$ cat src/rtl/rsb_pkg.sv
package rsb_pkg;
  localparam int INSTR_W = 32;
  localparam logic [3:0] OPC_RSB = 4'b0011;
  localparam logic [3:0] PC_IDX = 4'hF;

  typedef enum logic [1:0] {
    SH_LSL = 2'b00,
    SH_LSR = 2'b01,
    SH_ASR = 2'b10,
    SH_ROR = 2'b11
  } shift_e;

  typedef struct packed {
    logic n;
    logic z;
    logic c;
    logic v;
  } nzcv_t;
endpackage

$ cat src/rtl/rsb_op2.sv
module rsb_op2
  import rsb_pkg::*;
#(
  parameter int W = 32
) (
  input  logic         imm_form,
  input  logic [11:0]  field,
  input  logic [W-1:0] rm,
  input  logic [7:0]   rs_lo,
  input  logic         c_in,
  output logic [W-1:0] op2
);
  localparam int SHW = $clog2(W);
  localparam logic [7:0] WLIM = 8'(W);

  logic [W-1:0]   imm_w;
  logic [4:0]     rot2;
  logic [2*W-1:0] dbl_imm;
  logic [2*W-1:0] dbl_rm;
  logic           by_reg;
  logic [7:0]     amt;
  logic           amt_zero_imm;
  logic           big;
  shift_e         kind;
  logic [W-1:0]   shifted;
  logic           rrx_sel;

  always_comb begin
    imm_w   = {{(W-8){1'b0}}, field[7:0]};
    rot2    = {field[11:8], 1'b0};
    dbl_imm = {imm_w, imm_w} >> rot2;
  end

  always_comb begin
    by_reg       = field[4];
    amt          = by_reg ? rs_lo : {3'b000, field[11:7]};
    amt_zero_imm = !by_reg && (field[11:7] == 5'd0);
    big          = amt >= WLIM;
    kind         = shift_e'(field[6:5]);
    dbl_rm       = {rm, rm} >> amt[SHW-1:0];
    rrx_sel      = 1'b0;
    unique case (kind)
      SH_LSL: shifted = big ? '0 : (rm << amt[SHW-1:0]);
      SH_LSR: shifted = (big || amt_zero_imm) ? '0 : (rm >> amt[SHW-1:0]);
      SH_ASR: shifted = (big || amt_zero_imm) ? {W{rm[W-1]}}
                                              : W'($signed(rm) >>> amt[SHW-1:0]);
      default: begin
        if (amt_zero_imm) begin
          rrx_sel = 1'b1;
          shifted = {c_in, rm[W-1:1]};
        end else begin
          shifted = dbl_rm[W-1:0];
        end
      end
    endcase
    op2 = imm_form ? dbl_imm[W-1:0] : shifted;
  end

  always_comb begin
    if (!imm_form && rrx_sel) begin
      AST_RRX_CARRY_TOP: assert (op2[W-1] == c_in);
    end
  end
endmodule

$ cat src/rtl/rsb_cond.sv
module rsb_cond
  import rsb_pkg::*;
(
  input  logic [3:0] cond,
  input  nzcv_t      fl,
  output logic       pass
);
  logic base;

  always_comb begin
    unique case (cond[3:1])
      3'b000: base = fl.z;
      3'b001: base = fl.c;
      3'b010: base = fl.n;
      3'b011: base = fl.v;
      3'b100: base = fl.c && !fl.z;
      3'b101: base = (fl.n == fl.v);
      3'b110: base = !fl.z && (fl.n == fl.v);
      default: base = !cond[0];
    endcase
    pass = (cond[3:1] == 3'b111) ? base : (base ^ cond[0]);
  end

  always_comb begin
    if (cond == 4'b1110) begin
      AST_ALWAYS_PASS: assert (pass);
    end
    if (cond == 4'b1111) begin
      AST_NEVER_PASS: assert (!pass);
    end
  end
endmodule

$ cat src/rtl/rsb_alu.sv
module rsb_alu
  import rsb_pkg::*;
#(
  parameter int W = 32
) (
  input  logic [W-1:0] src_a,
  input  logic [W-1:0] src_b,
  output logic [W-1:0] res,
  output nzcv_t        fl
);
  logic [W:0] sum;

  always_comb begin
    sum  = {1'b0, ~src_a} + {1'b0, src_b} + {{W{1'b0}}, 1'b1};
    res  = sum[W-1:0];
    fl.n = res[W-1];
    fl.z = (res == '0);
    fl.c = sum[W];
    fl.v = (~src_a[W-1] == src_b[W-1]) && (res[W-1] != src_b[W-1]);
  end
endmodule

$ cat src/rtl/rsb_exec.sv
module rsb_exec
  import rsb_pkg::*;
#(
  parameter int W = 32,
  parameter int SYNC_STAGES = 2
) (
  input  logic         clk,
  input  logic         rst_n,
  input  logic         valid_i,
  input  logic [31:0]  instr_i,
  output logic [3:0]   rn_idx_o,
  output logic [3:0]   rm_idx_o,
  output logic [3:0]   rs_idx_o,
  input  logic [W-1:0] rn_val_i,
  input  logic [W-1:0] rm_val_i,
  input  logic [7:0]   rs_lo_i,
  output logic         wr_en_o,
  output logic [3:0]   wr_idx_o,
  output logic [W-1:0] wr_data_o,
  output logic         pc_wr_o,
  output logic [W-1:0] pc_data_o,
  output logic [3:0]   flags_o
);
  logic [SYNC_STAGES-1:0] rst_pipe;
  logic                   rst_sync_n;

  always_ff @(posedge clk or negedge rst_n) begin
    if (!rst_n) rst_pipe <= '0;
    else        rst_pipe <= {rst_pipe[SYNC_STAGES-2:0], 1'b1};
  end
  assign rst_sync_n = rst_pipe[SYNC_STAGES-1];

  nzcv_t        flags_q;
  nzcv_t        flags_d;
  nzcv_t        alu_fl;
  logic [W-1:0] op2;
  logic [W-1:0] res;
  logic         cond_pass;
  logic         legal;
  logic         go;
  logic         pc_dest;
  logic         flag_en;

  rsb_op2 #(.W(W)) u_op2 (
    .imm_form (instr_i[27:25] == 3'b001),
    .field    (instr_i[11:0]),
    .rm       (rm_val_i),
    .rs_lo    (rs_lo_i),
    .c_in     (flags_q.c),
    .op2      (op2)
  );

  rsb_cond u_cond (
    .cond (instr_i[31:28]),
    .fl   (flags_q),
    .pass (cond_pass)
  );

  rsb_alu #(.W(W)) u_alu (
    .src_a (rn_val_i),
    .src_b (op2),
    .res   (res),
    .fl    (alu_fl)
  );

  always_comb begin
    legal   = (instr_i[24:21] == OPC_RSB) &&
              ((instr_i[27:25] == 3'b001) ||
               ((instr_i[27:25] == 3'b000) && !(instr_i[4] && instr_i[7])));
    go      = valid_i && legal && cond_pass;
    pc_dest = (instr_i[15:12] == PC_IDX);
    flag_en = go && instr_i[20] && !pc_dest;
    flags_d = flag_en ? alu_fl : flags_q;
  end

  always_ff @(posedge clk or negedge rst_sync_n) begin
    if (!rst_sync_n) flags_q <= '0;
    else             flags_q <= flags_d;
  end

  assign rn_idx_o  = instr_i[19:16];
  assign rm_idx_o  = instr_i[3:0];
  assign rs_idx_o  = instr_i[11:8];
  assign wr_en_o   = go && !pc_dest;
  assign wr_idx_o  = instr_i[15:12];
  assign wr_data_o = res;
  assign pc_wr_o   = go && pc_dest;
  assign pc_data_o = res;
  assign flags_o   = flags_q;

  AST_DIFF_SUM: assert property (@(posedge clk) disable iff (!rst_sync_n)
    wr_en_o |-> ((wr_data_o + rn_val_i) == op2));
  AST_FLAG_LOAD: assert property (@(posedge clk) disable iff (!rst_sync_n)
    (wr_en_o && instr_i[20]) |=> (flags_o == $past(alu_fl)));
  AST_NO_S_HOLD: assert property (@(posedge clk) disable iff (!rst_sync_n)
    !instr_i[20] |=> $stable(flags_o));
  AST_FAIL_QUIET: assert property (@(posedge clk) disable iff (!rst_sync_n)
    !cond_pass |-> (!wr_en_o && !pc_wr_o));
  AST_FAIL_HOLD: assert property (@(posedge clk) disable iff (!rst_sync_n)
    !cond_pass |=> $stable(flags_o));
  AST_PC_EXCL: assert property (@(posedge clk) disable iff (!rst_sync_n)
    pc_wr_o |-> !wr_en_o);
  AST_PC_HOLD: assert property (@(posedge clk) disable iff (!rst_sync_n)
    pc_wr_o |=> $stable(flags_o));
  AST_ILLEGAL_QUIET: assert property (@(posedge clk) disable iff (!rst_sync_n)
    (!valid_i || !legal) |=> (!$past(wr_en_o) && $stable(flags_o)));
endmodule

$ cat config.mk
export PLATFORM = sky130hd
export DESIGN_NAME = rsb_exec
export DESIGN_NICKNAME = d
export VERILOG_FILES = /design/src/rtl/rsb_pkg.sv /design/src/rtl/rsb_op2.sv /design/src/rtl/rsb_cond.sv /design/src/rtl/rsb_alu.sv /design/src/rtl/rsb_exec.sv
export SDC_FILE = /design/constraint.sdc
export NUM_CORES = 1
export LEC_CHECK = 0
export BUFFER_PORTS_ARGS = -buffer_cell sky130_fd_sc_hd__buf_2
export CAP_MARGIN = 20
export CELL_PAD_IN_SITES_DETAIL_PLACEMENT = 1
export CELL_PAD_IN_SITES_GLOBAL_PLACEMENT = 1
export CORE_MARGIN = 2
export CORE_UTILIZATION = 40
export CTS_CLUSTER_SIZE = 8
export DETAILED_ROUTE_END_ITERATION = 6
export PLACE_DENSITY_LB_ADDON = 0.1
export SLEW_MARGIN = 20
export SYNTH_ARGS = -nofsm -noshare
export SYNTH_HDL_FRONTEND = slang
export SYNTH_SLANG_ARGS = --single-unit
$ cat constraint.sdc
create_clock -name clk -period 7.8 [get_ports clk]
set_input_delay 0.39 -clock clk [delete_from_list [all_inputs] [get_ports clk]]
set_output_delay 0.39 -clock clk [all_outputs]
set_load 0.02 [all_outputs]
======== Word-level counts from Yosys, hierarchy flattened ========
Index checks and enable logic that the tools add are counted.
word-level totals
  bits of input ports ..................... 107
  flip-flop bits (word level) ............. 6
  logic and storage cells ................. 65
  output and inout bits ................... 86
operators by class
  muxes and demuxes ....................... 9
  reduce and logical (&&, ||, !) cells .... 25
  equal/unequal tests ..................... 15
  shift operators ......................... 5
  order comparisons ....................... 1
  bitwise operators ....................... 3
  add/subtract/negate cells ............... 2
operators with widths
  operator                                                                             number
  32-bit two-way mux                                                                   5
  32-bit one-hot mux with 3 select lines                                               1
  64-bit by 5-bit right shift with 32-bit output                                       1
  40-bit by 5-bit right shift with 32-bit output                                       1
  32-bit by 32-bit adder with 33-bit output                                            1
  33-bit by 1-bit adder with 33-bit output, second input constant                      1
  32-bit logical NOT                                                                   1
  32-bit inverter                                                                      1
  32-bit by 5-bit left shift with 32-bit output                                        1
  32-bit by 5-bit right shift with 32-bit output                                       1
  32-bit by 5-bit >>> shifter with 32-bit output                                       1
  1-bit logical AND                                                                    13
  3-bit equality test, second input constant                                           4
  8-bit by 6-bit greater-or-equal comparator with 1-bit output, second input constant  1
  8-bit two-way mux                                                                    1
  1-bit one-hot mux with 7 select lines                                                1
  3-bit by 1-bit equality test with 1-bit output, second input constant                2
  3-bit by 2-bit equality test with 1-bit output, second input constant                2
  3-bit logical NOT                                                                    2
  1-bit logical NOT                                                                    5
  5-bit logical NOT                                                                    1
  4-bit by 2-bit equality test with 1-bit output, second input constant                1
  4-bit equality test, second input constant                                           1
  1-bit equality test                                                                  2
  other kinds (8)                                                                      9

======== Depth between registers and ports, before layout ========
  depth after elaboration ................. 10
  depth in mapped cells ................... 24
  gate-level depth less buffers ........... 21

======== Cells and area by module ========
From an unflattened synthesis, not the netlist that was laid out.
unflattened totals
  cell total of the unflattened synthesis .. 1279
  area total of the unflattened synthesis .. 8793.4 um2
by module, submodules not included
  module    instances  seq. area each (um2)  cells each  area an instance (um2)
  rsb_op2   1          0.0                   884         5949.5
  rsb_alu   1          0.0                   314         2098.3
  rsb_exec  1          150.1                 69          650.6
  rsb_cond  1          0.0                   12          95.1

======== Worst setup path before layout ========
OpenSTA, ideal clock, no wires.
  path type ............................... input-to-output
  start ................................... input port instr_i[4]
  end ..................................... output port wr_data_o[30]
  buffers on the path ..................... 3
  stages .................................. 17
  required time ........................... 7.410 ns
  path slack .............................. 2.483 ns
  arrival ................................. 4.927 ns
  cell sequence ........................... buf_6 mux2i_4 buf_6 mux4_2 mux2i_1 mux2i_1 or2_2 a221oi_1 a221oi_1 ha_1 o211ai_1 or2_2 o311a_1 o2111a_1 o21ai_0 nor3b_1 buf_4
between the ends
  longest elaborated chain between the ends .. 8
  elaborated cells on any way between the ends .. 18
  classes of those cells .................. add/sub (2); order compare (1); shift (5); mux (7); reduce/logical (3)
ends and longest elaborated chain
  what                                                                                                      RTL line                      RTL
  start, declared                                                                                           rsb_exec.sv:10                input logic [31:0] instr_i,
  8-bit two-way mux / 1-bit logical NOT (equally long branches)                                             rsb_op2.sv:36, rsb_op2.sv:37
  8-bit by 6-bit greater-or-equal comparator with 1-bit output / 1-bit logical AND (equally long branches)  rsb_op2.sv:38, rsb_op2.sv:37
  1-bit logical OR                                                                                          rsb_op2.sv:44, rsb_op2.sv:45
  32-bit two-way mux (on tied branches)                                                                     rsb_op2.sv:45, rsb_op2.sv:44
  32-bit one-hot mux with 3 select lines                                                                    rsb_op2.sv:42                 unique case (kind)
  32-bit two-way mux (*)                                                                                    rsb_op2.sv:56                 op2 = imm_form ? dbl_imm[W-1:0] : shifted;
  32-bit by 32-bit adder with 33-bit output (*)                                                             rsb_alu.sv:14                 sum = {1'b0, ~src_a} + {1'b0, src_b} + {{W{1'b0}}, 1'b1};
  33-bit by 1-bit adder with 33-bit output (*)                                                              rsb_alu.sv:14
  end, declared                                                                                             rsb_exec.sv:19                output logic [W-1:0] wr_data_o,
Every way passes the cells marked *; elsewhere a longest branch is shown, timed or not.

======== Final worst setup path ========
  start ................................... input port instr_i[4]
  end ..................................... output port pc_data_o[30]
between the ends
  longest elaborated chain between the ends .. 8
  elaborated cells on any way between the ends .. 18
  classes of those cells .................. add/sub (2); order compare (1); shift (5); mux (7); reduce/logical (3)
ends and longest elaborated chain
  what                                                                                                      RTL line                      RTL
  8-bit two-way mux / 1-bit logical NOT (equally long branches)                                             rsb_op2.sv:36, rsb_op2.sv:37
  8-bit by 6-bit greater-or-equal comparator with 1-bit output / 1-bit logical AND (equally long branches)  rsb_op2.sv:38, rsb_op2.sv:37
  1-bit logical OR                                                                                          rsb_op2.sv:44, rsb_op2.sv:45
  32-bit two-way mux (on tied branches)                                                                     rsb_op2.sv:45, rsb_op2.sv:44
  32-bit one-hot mux with 3 select lines                                                                    rsb_op2.sv:42
  32-bit two-way mux (*)                                                                                    rsb_op2.sv:56
  32-bit by 32-bit adder with 33-bit output (*)                                                             rsb_alu.sv:14
  33-bit by 1-bit adder with 33-bit output (*)                                                              rsb_alu.sv:14
  end, declared                                                                                             rsb_exec.sv:21                output logic [W-1:0] pc_data_o,
Marks and branches as above.

==> reports/results.tsv <==
metric	value	unit
status	completed	
Lkg Pwr	4.33	nW
final core occ	0.443	
Crit path required time	7.41	ns
IO Port Bufs	184	
area of the multi-input gates	7810	um^2
grt total ovfl	0	
DRC violations left	0	
GP Congestion	1.09	
CTS tree	done	
Synth Cell Area	8990	um^2
layout cells sized above 1	0.205	
Commonest cells post-synth	nand2_1, nor2_1, mux2i_1, o21ai_0, a21oi_1	
drt wl/cell	27.6	um
global-route wire length before repair	68.6	mm
setup TNS	0	ns
Setup CP Type	input port to output port	
pre-CTS setup slack	0.960	ns
register clock-pin slew on the reported worst setup and hold paths	0.03	ns
clk_lat worst skew	0.23	ns
max-cap viol count	0	
Initial Util	0.410	
Worst setup SP type	input port	
CP Capture Type	output port	
# setup viols final	0	
Critical R2R Launch	flags_o[1]	
DRT antenna net count	0	
leading post-synthesis cells by cell area	mux2i_1, mux4_2, nand2_1	
leading area contributor after synthesis	mux2i_1	
clk root buf	clkbuf_16	
most numerous cell in the Yosys netlist	nand2_1	
CP max FO	43	
Synth top area share	0.152	
PwrDens	159	nW/um^2
Detailed Routing Iterations Pass 1	6	
Die H	154	um
gr usage total	0.373	
fillers	2907	
FF-to-FF setup slack	5.34	ns
clk sink count	6	
Synth Register Bits	6	
vias	11300	
CTS Buf Count	3	
area grow syn2layout	8.07	%
die extent in x	154	um
Top Ports	193	
RSZ-0062 raised after global routing	false	
reg2reg path depth	9	
vias in the first global route	11000	
Post-synth ARST share	1.00	
average size of a mapped cell	6.81	um^2
num rows	54	
Layout Nets	1522	
antenna violations before repair	2	
Post-CTS Setup Inserts	0	
WP data arrival	6.40	ns
Syn Inst Count	1320	
HP Class	register to async pin	
Slew @ Worst Pin	1.02	ns
via/cell ratio	6.78	
sequential cell area	150	um^2
Post-Route WL	45.8	mm
hpwl dp	36.0	mm
Slew headroom	0.318	
sequential area share after synthesis	0.0167	
worst r2r dst	flags_o[2]	
final setup margin	1.01	ns
Final Critical Period	6.79	ns
Max VDD drop	0.0817	mV
pin count of the biggest net entering global routing	52	
Post-synth EDFFs	0	
Longest Clk Path Bufs	2	
H-tree depth	1	
synth unique cells	88	
DRT iter0 DRCs	1133	
syn_nets	1460	
FMAX	147	MHz
Syn. warnings	0	
Die ar.	23700	um^2
Layout Skew	0.000248	ns
core area	22000	um^2
Most used DFF post-synth	dfrtp_1	
Hold Vio Cnt, Final	0	
fin crit share	0.871	
Slew Viols, Final	0	
==> worst max-delay path by stage <==
stage,cells past startpoint,end,slack (ns),from
after global placement,20,flags_o[2],0.98,instr_i[4]
after global routing,20,flags_o[2],0.67,instr_i[4]
final,17,pc_data_o[30],1.01,instr_i[4]
after CTS,17,wr_data_o[30],1.19,instr_i[4]
after floorplan,17,wr_data_o[30],2.48,instr_i[4]
after detailed placement,20,flags_o[2],0.96,instr_i[4]
==> worst max-delay path: stages <==
cell and delay, ns:
buf_2 0.42, mux2_4 0.70, buf_4 0.44, mux4_1 0.41
mux2i_1 0.28, mux2i_1 0.15, or2_2 0.31, a221oi_1 0.53
a221oi_1 0.17, ha_1 0.48, o211ai_1 0.15, or2_2 0.29
o311a_1 0.43, o2111a_1 0.31, o21ai_0 0.16, nor3b_1 0.46
buf_2 0.26
==> registers in the layout (all words and copies together), names as in the netlist <==
signal and flops:
flags_o 4, rst_pipe 2
==> per-layer routing <==
metal | up-vias | track usage | part of all wire
met5 | - | 0 | 0
met4 | 0 | 0.182 | 0.063
met3 | 168 | 0.0716 | 0.098
met2 | 682 | 0.627 | 0.45
met1 | 5375 | 0.459 | 0.38
li1 | 5042 | - | -
==> layout make-up <==
type / instances / area share
multi-input combinational: 1109 / 0.803
inverter: 51 / 0.0197
antenna: 2 / 0.000515
clock buffer: 3 / 0.00772
timing repair buffer: 211 / 0.117
tap: 280 / 0.0360
sequential: 6 / 0.0154
==> power breakdown <==
| group | switching [mW] | internal [mW] | total [mW] |
|---|---|---|---|
| clock network | 0.0177 | 0.0658 | 0.0835 |
| registers | 0.00209 | 0.0329 | 0.0350 |
| logic | 0.953 | 0.477 | 1.43 |
==> timing repair <==
item | in CTS | in global routing
hold buffers | 1 | 0
hold endpoints to repair | 2 | 0
resized for setup | 0 | 0
==> per-stage QoR <==
step                      instance area, um^2  std cells  power (mW)  hold WS [ns]
final                                    9720       1662        1.55        0.0733
after global routing                     9710       1660        1.65        0.0897
after floorplan                          8990       1320        1.09        0.0403
after CTS                                9710       1660        1.52        0.0768
after detailed placement                 9630       1656        1.44        0.0683
after global placement                   9630       1656        1.42        0.0644
==> layout by cell type, fill, tap and decap left out, types with 9 or more instances in the layout <==
cell / n
nand4_1: 11
and2_1: 13
ha_1: 32
o21ai_0: 101
nand3_1: 38
o22ai_1: 12
a21o_1: 9
nand2_1: 152
o21ai_1: 9
mux2_2: 12
buf_4: 25
buf_2: 184
a31oi_1: 33
xor2_1: 10
o21a_1: 14
o31ai_1: 9
nor3_1: 22
o211ai_1: 22
a21oi_1: 90
xnor2_1: 14
or3_1: 12
mux4_2: 26
nor2_1: 143
mux2i_1: 135
a211oi_1: 20
a221oi_1: 20
inv_1: 51
==> kinds of logic (layout without fill, tap and decap cells) <==
logic type / Yosys count / in the layout / share of synthesized area
buffers and inverters: 205 / 265 / 0.119
multiplexers: 185 / 185 / 0.260
AND/OR/NAND/NOR: 442 / 442 / 0.221
XOR/XNOR: 24 / 24 / 0.0234
flip-flops: 6 / 6 / 0.0167
other: 1 / 3 / 0.000417
adder cells (fa/ha/maj): 33 / 33 / 0.0467
AO/OA/AOI/OAI: 424 / 424 / 0.313
No activity file was read; power rests on OpenSTA's default activity.
